**config.mk**
```make
export PLATFORM = sky130hd
export DESIGN_NAME = lfsr_div
export DESIGN_NICKNAME = d
export VERILOG_FILES = /design/src/rtl/lfsr_div_pkg.sv /design/src/rtl/lfsr_div_ctrl.sv /design/src/rtl/lfsr_div_next.sv /design/src/rtl/lfsr_div.sv
export SDC_FILE = /design/constraint.sdc
export NUM_CORES = 1
export LEC_CHECK = 0
export BUFFER_PORTS_ARGS = -buffer_cell sky130_fd_sc_hd__buf_2
export CAP_MARGIN = 20
export CORE_MARGIN = 5
export CORE_UTILIZATION = 35
export CTS_BUF_LIST = sky130_fd_sc_hd__clkbuf_4 sky130_fd_sc_hd__clkbuf_8
export DETAILED_ROUTE_END_ITERATION = 7
export PLACE_DENSITY_LB_ADDON = 0.15
export RECOVER_POWER = 100
export SKIP_CTS_REPAIR_TIMING = 1
export SLEW_MARGIN = 20
export SYNTH_ARGS = -nofsm -noshare
export SYNTH_HDL_FRONTEND = slang
export SYNTH_SLANG_ARGS = --single-unit
```
**constraint.sdc**
```tcl
create_clock -name clk -period 2 [get_ports clk]
set_clock_uncertainty 0.2 [all_clocks]
set_input_delay 0.1 -clock clk [delete_from_list [all_inputs] [get_ports clk]]
set_output_delay 0.1 -clock clk [all_outputs]
set_load 0.01 [all_outputs]
```
**src/rtl/lfsr_div_pkg.sv**
```systemverilog
package lfsr_div_pkg;

    localparam int             DEF_K    = 8;
    localparam logic [DEF_K-1:0] DEF_POLY = 8'h1D;

    typedef enum logic {
        MODE_AUTO = 1'b0,
        MODE_SIG  = 1'b1
    } mode_e;

    typedef struct packed {
        logic do_load;   // take seed this edge
        logic advance;   // shift this edge
        logic zero_fix;  // substitute the safe nonzero value
        logic feed;      // serial bit entering cell 0
    } step_t;

    function automatic mode_e to_mode(input logic m);
        return m ? MODE_SIG : MODE_AUTO;
    endfunction

endpackage

```
**src/rtl/lfsr_div_ctrl.sv**
```systemverilog
module lfsr_div_ctrl
    import lfsr_div_pkg::*;
(
    input  logic  load,
    input  logic  mode,
    input  logic  valid,
    input  logic  din,
    input  logic  seed_zero,
    input  logic  state_zero,
    output step_t step
);
    mode_e md;

    always_comb begin
        md            = to_mode(mode);
        step.do_load  = load;
        step.advance  = !load && ((md == MODE_AUTO) || valid);
        step.zero_fix = (md == MODE_AUTO) && (load ? seed_zero : state_zero);
        step.feed     = (md == MODE_SIG) && din;
    end
endmodule

```
**src/rtl/lfsr_div_next.sv**
```systemverilog
module lfsr_div_next #(
    parameter int             K    = 8,
    parameter logic [K-1:0]   POLY = 8'h1D
) (
    input  logic [K-1:0] cur,
    input  logic         feed,
    output logic [K-1:0] nxt
);
    logic top;
    assign top = cur[K-1];

    for (genvar i = 0; i < K; i++) begin : g_cell
        logic shifted;
        if (i == 0) begin : g_lo
            assign shifted = feed;
        end else begin : g_hi
            assign shifted = cur[i-1];
        end
        if (POLY[i]) begin : g_tap
            assign nxt[i] = shifted ^ top;
        end else begin : g_plain
            assign nxt[i] = shifted;
        end
    end
endmodule

```
**src/rtl/lfsr_div.sv**
```systemverilog
module lfsr_div
    import lfsr_div_pkg::*;
#(
    parameter int           K    = DEF_K,
    parameter logic [K-1:0] POLY = DEF_POLY
) (
    input  logic         clk,
    input  logic         rst,
    input  logic         load,
    input  logic [K-1:0] seed,
    input  logic         mode,
    input  logic         din,
    input  logic         valid,
    output logic         q_bit,
    output logic [K-1:0] state
);
    localparam logic [K-1:0] SAFE = {{(K-1){1'b0}}, 1'b1};

    step_t        step;
    logic [K-1:0] nxt;

    lfsr_div_ctrl u_ctrl (
        .load       (load),
        .mode       (mode),
        .valid      (valid),
        .din        (din),
        .seed_zero  (seed == '0),
        .state_zero (state == '0),
        .step       (step)
    );

    lfsr_div_next #(.K(K), .POLY(POLY)) u_next (
        .cur  (state),
        .feed (step.feed),
        .nxt  (nxt)
    );

    always_ff @(posedge clk) begin
        if (rst) begin
            state <= '0;
            q_bit <= 1'b0;
        end else if (step.do_load) begin
            state <= step.zero_fix ? SAFE : seed;
        end else if (step.advance) begin
            state <= step.zero_fix ? SAFE : nxt;
            q_bit <= state[K-1];
        end
    end
endmodule

```
==> results.toml, run 1 <==
[drt]
num_vias = 568
drt_iter0_markers = 7
drc = 0
postRouteAntennaNets = 0
drt_first_pass_iters = 4
wl_per_cell_um = 13.7
routed_wl_mm = 1.51
avgViaCountPerCell = 5.16

[grt]
antenna_found_initial = 0
grt_max_degree = 17
grtUsageTotal_pct = 11.6
grt_pass1_vias = 492
grt_overflow = 0
grt_first_pass_wirelength_mm = 2.22

[finish]
diodes = 0
final_area_um2 = 767
fin_nets = 109
area_growth_pct = 40.9
drive_gt1_share_pct = 18.1

[yosys]
synth_area_um2 = 544
netlist_top_cells_count = "9 x dfxtp_1, 9 x nor2_1, 5 x nand2_1"
ys_async_sr_fraction_pct = 0
syn_nets = 75
yosysTopAreaCell = "dfxtp_1"
yosys_warnings = 0
syn_inst = 61
synth_cell_types = 24
avgSynthCellArea_um2 = 8.92
synth_top_area_share_pct = 33.1
synth-main-ff-cell = "dfxtp_1"
ys_seq_elements = 9
synth_edf_count = 0
synth-seq-area-share_pct = 33.1
ys_top_cells_by_area = "dfxtp_1 33%, mux2_1 8.3%, mux2i_1 7.4%"

[placement]
io_buffers = 22
dpl_cell_area_um2 = 648
gp_routability_congestion = 0.716
dp_hpwl_mm = 1.03

[power]
p_leak_uw = 0.000337
power_density_mw_per_mm2 = 615
p_sw_share_pct = 30.1
max-vdd-ir-drop_uv = 477
p_sw_uw = 142
p_comb_share_pct = 24.3
clockPowerShare_pct = 30.9
p_int_uw = 329
seqPwrFrac_pct = 44.7

[worst_setup_path]
critical_path_class = "reg -> reg"
critPathCaptureType = "register"
critPathTopFamily = "buffers and inverters"
startpoint = "state[7]"
timing.rr.start = "state[7]"
slowest_stage = "dlygate4sd3_1"
max_stage_delay_ns = 0.55
start_kind = "register"
critPathBufInv = 1
cp_max_fo = 9
cp_cell_sequence = "mux2_1 > mux2i_1 > nor2_1 > dlygate4sd3_1"
cp.arrival_ns = 1.75
crit_required_ns = 1.96

[die]
die_w_um = 49.4
die_h_um = 49.4
ios = 23
coreArea_mm2 = 0.00149
die_area_mm2 = 0.00244
row_count = 14
start_util_pct = 36.6

[min_path]
hp-start = "load"
hold_class = "in -> reg"

[timing]
max-slew-margin-rel_pct = 70.4
setup_tns_ns = 0
timing.hold.ws_ns = 0.0352
final-setup-viol-count = 0
drv_slew = 0
fmax_mhz = 558
rsz0062_at_grt = "no"
tightest_slew_ns = 0.443
min_period_ns = 1.79
post-route-period-util_pct = 89.6
hold_viol = 0

[clocking]
cts_sinks = 9
clk_path_buf_depth = 2
clockRootBuffer = "clkbuf_4"
cts_tree = "built"
clkTransAtPathRegs_ns = 0.07
worstSkewPairLatency_ns = 0.27
ctsHtreeMaxLevel = 1
numCtsBuffers = 3

[run_status]
status = "finished clean"

[run]
max_cap_viol_count = 0
-- stage by stage --
stage               instances  total power, uW  setup WS [ns]  utilization, %
finish                    110              471          0.208            51.5
global route              110              500         0.0898            51.5
CTS                        99              467          0.492            45.4
detailed placement         95              318          0.509            43.5
global placement           95              317          0.531            43.5
floorplan                  61              281          0.538               -
-- logic make-up (layout without fill, tap and decap cells) --
| logic type | after synthesis | in the layout | share of synthesized area (%) |
|---|---|---|---|
| AOI/OAI and AO/OA | 12 | 12 | 16.8 |
| xor gates and xnor gates | 3 | 3 | 4.83 |
| buffers and inverters | 4 | 37 | 4.83 |
| DFF | 9 | 9 | 33.1 |
| muxes | 8 | 8 | 15.6 |
| and+or+nand+nor | 25 | 25 | 24.8 |
-- state kept, by name (all words and copies together), names as in the netlist --
signal / flops
state: 8
q_bit: 1
-- worst paths after layout --
| check | cells past startpoint | slack (ns) | endpoint |
|---|---|---|---|
| min | 3 | 0.04 | state[4] |
| min reg2reg | 2 | 0.31 | q_bit |
| max reg2reg | 4 | 0.21 | state[7] |
| max | 4 | 0.21 | state[7] |
-- worst min-delay path, cell delays in order --
cell,delay [ns]
buf_2,0.20
nand2_1,0.10
a21oi_1,0.05
-- per-layer routing --
layer / vias up / GRT usage [%] / wire [um]
met5: - / 0 / 0
met4: 0 / 2.62 / 0
met3: 0 / 6.73 / 134
met2: 20 / 16.7 / 737
met1: 266 / 14.7 / 636
li1: 282 / - / -
-- power by group through the flow --
stage	Combinational (uW)	Sequential [uW]	Clock [uW]
floorplan	66.7	215	0
global placement	102	215	0
detailed placement	103	215	0
CTS	103	211	153
global route	127	213	160
finish	115	211	146
-- cell usage in the layout (no fill, tap or decap), types with 2 or more instances in the layout --
cell and count:
clkbuf_1 10, nor3_1 3, clkbuf_4 3, nor2_1 9, nand2_1 5, xnor2_1 3
a211o_1 3, nor2b_1 2, nand2b_1 2, mux2i_1 4, a21oi_1 4, dfxtp_1 9
mux2_1 4, buf_2 12, dlygate4sd3_1 11
-- area by class of cell --
| cell class | instances | area (um^2) |
|---|---|---|
| Timing Repair Buffer | 33 | 208 |
| Sequential cell | 9 | 180 |
| Tap cell | 16 | 20.0 |
| Fill cell | 160 | 722 |
| Clock buffer | 3 | 22.5 |
| Clock inverter | 1 | 5.00 |
| Multi-Input combinational cell | 48 | 332 |
No activity file was read; power rests on OpenSTA's default activity.
==> run 2: changes to the inputs <==
BUFFER_PORTS_ARGS = not set   (was -buffer_cell sky130_fd_sc_hd__buf_2)
DONT_BUFFER_PORTS = 1   (was not set)
==> results.toml, run 2 (synthesis results as in run 1) <==
[run_status]
status = "finished clean"

[placement]
io_buffers = 0
dp_hpwl_mm = 1.04
gp_routability_congestion = 0.700
dp.cells = 73
dpl_cell_area_um2 = 538

[finish]
ff_latch_area_um2 = 180
drive_gt1_share_pct = 6.76
largest-register = "state"
diodes = 0
final_area_um2 = 692
final_cell_mix = "13 x dlygate4sd3_1, 9 x nor2_1, 9 x dfxtp_1"
area_growth_pct = 27.1
nFillCells = 148
reg.largest.list = "state: 8 flops, q_bit: 1 flops"
final_common_cell = "dlygate4sd3_1"
fin_nets = 89
multi_input_area_um2 = 332
stdcell_count = 90
largest_register_ffs = 8

[grt]
grt_max_degree = 17
grt_first_pass_wirelength_mm = 2.24
grt_overflow = 0
grt_util_met1_pct = 13.3
use_met3_pct = 7.34
use_met2_pct = 18.5
grtUsageTotal_pct = 11.7
grt_busiest_layer = "met2"
antenna_found_initial = 0
grt_pass1_vias = 457

[timing]
rsz0062_at_grt = "no"
final-setup-viol-count = 0
hold_viol = 0
tightest_slew_ns = 0.483
post-route-period-util_pct = 92.2
drv_slew = 0
setup_tns_ns = 0
min_period_ns = 1.84
timing.hold.ws_ns = 0.0146
max-slew-margin-rel_pct = 67.7
fmax_mhz = 542

[worst_setup_path]
rrSetupSlack_ns = 0.27
rr_endpoint = "state[5]"
critPathCaptureType = "register"
startpoint = "load"
timing.rr.start = "state[4]"
r2r_cells = 4
critical_path_class = "in -> reg"
cp.arrival_ns = 1.78
start_kind = "input port"
cp_max_fo = 11
crit_required_ns = 1.94
cp-endpoint = "state[0]"

[drt]
drt_first_pass_iters = 4
drt_iter0_markers = 5
routed_wl_mm = 1.50
wl_per_cell_um = 16.7
avgViaCountPerCell = 5.62
num_vias = 506
postRouteAntennaNets = 0
drc = 0

[power]
p_leak_uw = 0.000280
max-vdd-ir-drop_uv = 327
p_sw_uw = 128
p_comb_share_pct = 18.6
power_density_mw_per_mm2 = 671
clockPowerShare_pct = 34.2
p_sw_share_pct = 27.6
p_int_uw = 336
seqPwrFrac_pct = 47.3

[clocking]
numCtsBuffers = 3
clk_path_buf_depth = 2
cts_sinks = 9
cts_tree = "built"
worstSkewPairLatency_ns = 0.27
clkTransAtPathRegs_ns = 0.07
ctsHtreeMaxLevel = 1
clockRootBuffer = "clkbuf_4"

[die]
die_w_um = 49.4
row_count = 14
start_util_pct = 36.6
ios = 23
coreArea_mm2 = 0.00149
die_h_um = 49.4
die_area_mm2 = 0.00244

[run]
max_cap_viol_count = 0

[min_path]
hold_class = "in -> reg"
-- run 2: cell count changes in the layout (fill, tap and decap cells not counted), sizes merged --
cell,delta
buf,-12
clkbuf,-9
dlygate4sd3,+2
clkinv,-1
-- run 2: metrics by stage --
| step | utilization [%] | total power [uW] | worst slack [ns] |
|---|---|---|---|
| after floorplan | - | 281 | 0.538 |
| after global placement | 36.1 | 284 | 0.475 |
| after detailed placement | 36.1 | 285 | 0.410 |
| after CTS | 38.2 | 445 | 0.418 |
| after global routing | 46.5 | 487 | 0.0785 |
| final | 46.5 | 464 | 0.155 |
-- run 2: worst min path at each step --
stage	from	endpoint	slack (ns)	depth (start not counted)
2_1_floorplan	seed[2]	state[2]	0.04	2
3_3_place_gp	rst	state[0]	-0.03	1
3_5_place_dp	rst	state[3]	-0.03	1
4_1_cts	rst	state[3]	-0.32	1
5_1_grt	seed[0]	state[0]	0.003	4
6_report	seed[0]	state[0]	0.01	4
-- run 2: area by class of cell --
class	count	area share (%)
timing repair buffer	13	18.8
clock buffer	4	4.34
tap	16	2.89
multi-input combinational	48	47.9
sequential	9	26.0
-- run 2: metal layers --
metal / vias up / share of wire (%)
li1: 246 / -
met1: 246 / 44
met3: 0 / 7.2
met4: 0 / 0
met5: - / 0
met2: 14 / 48
-- run 2: critical path, stage by stage --
cell	delay (ns)
dlygate4sd3_1	0.81
nor2b_1	0.23
and3_1	0.17
a31oi_1	0.04
a2111oi_0	0.43
-- run 2: power groups by stage --
stage	logic (uW)	clock network, uW	registers (uW)
after floorplan	66.7	0	215
after global placement	59.9	0	224
after detailed placement	60.8	0	224
after CTS	61.2	164	220
after global routing	94.7	171	222
final	86.2	159	220
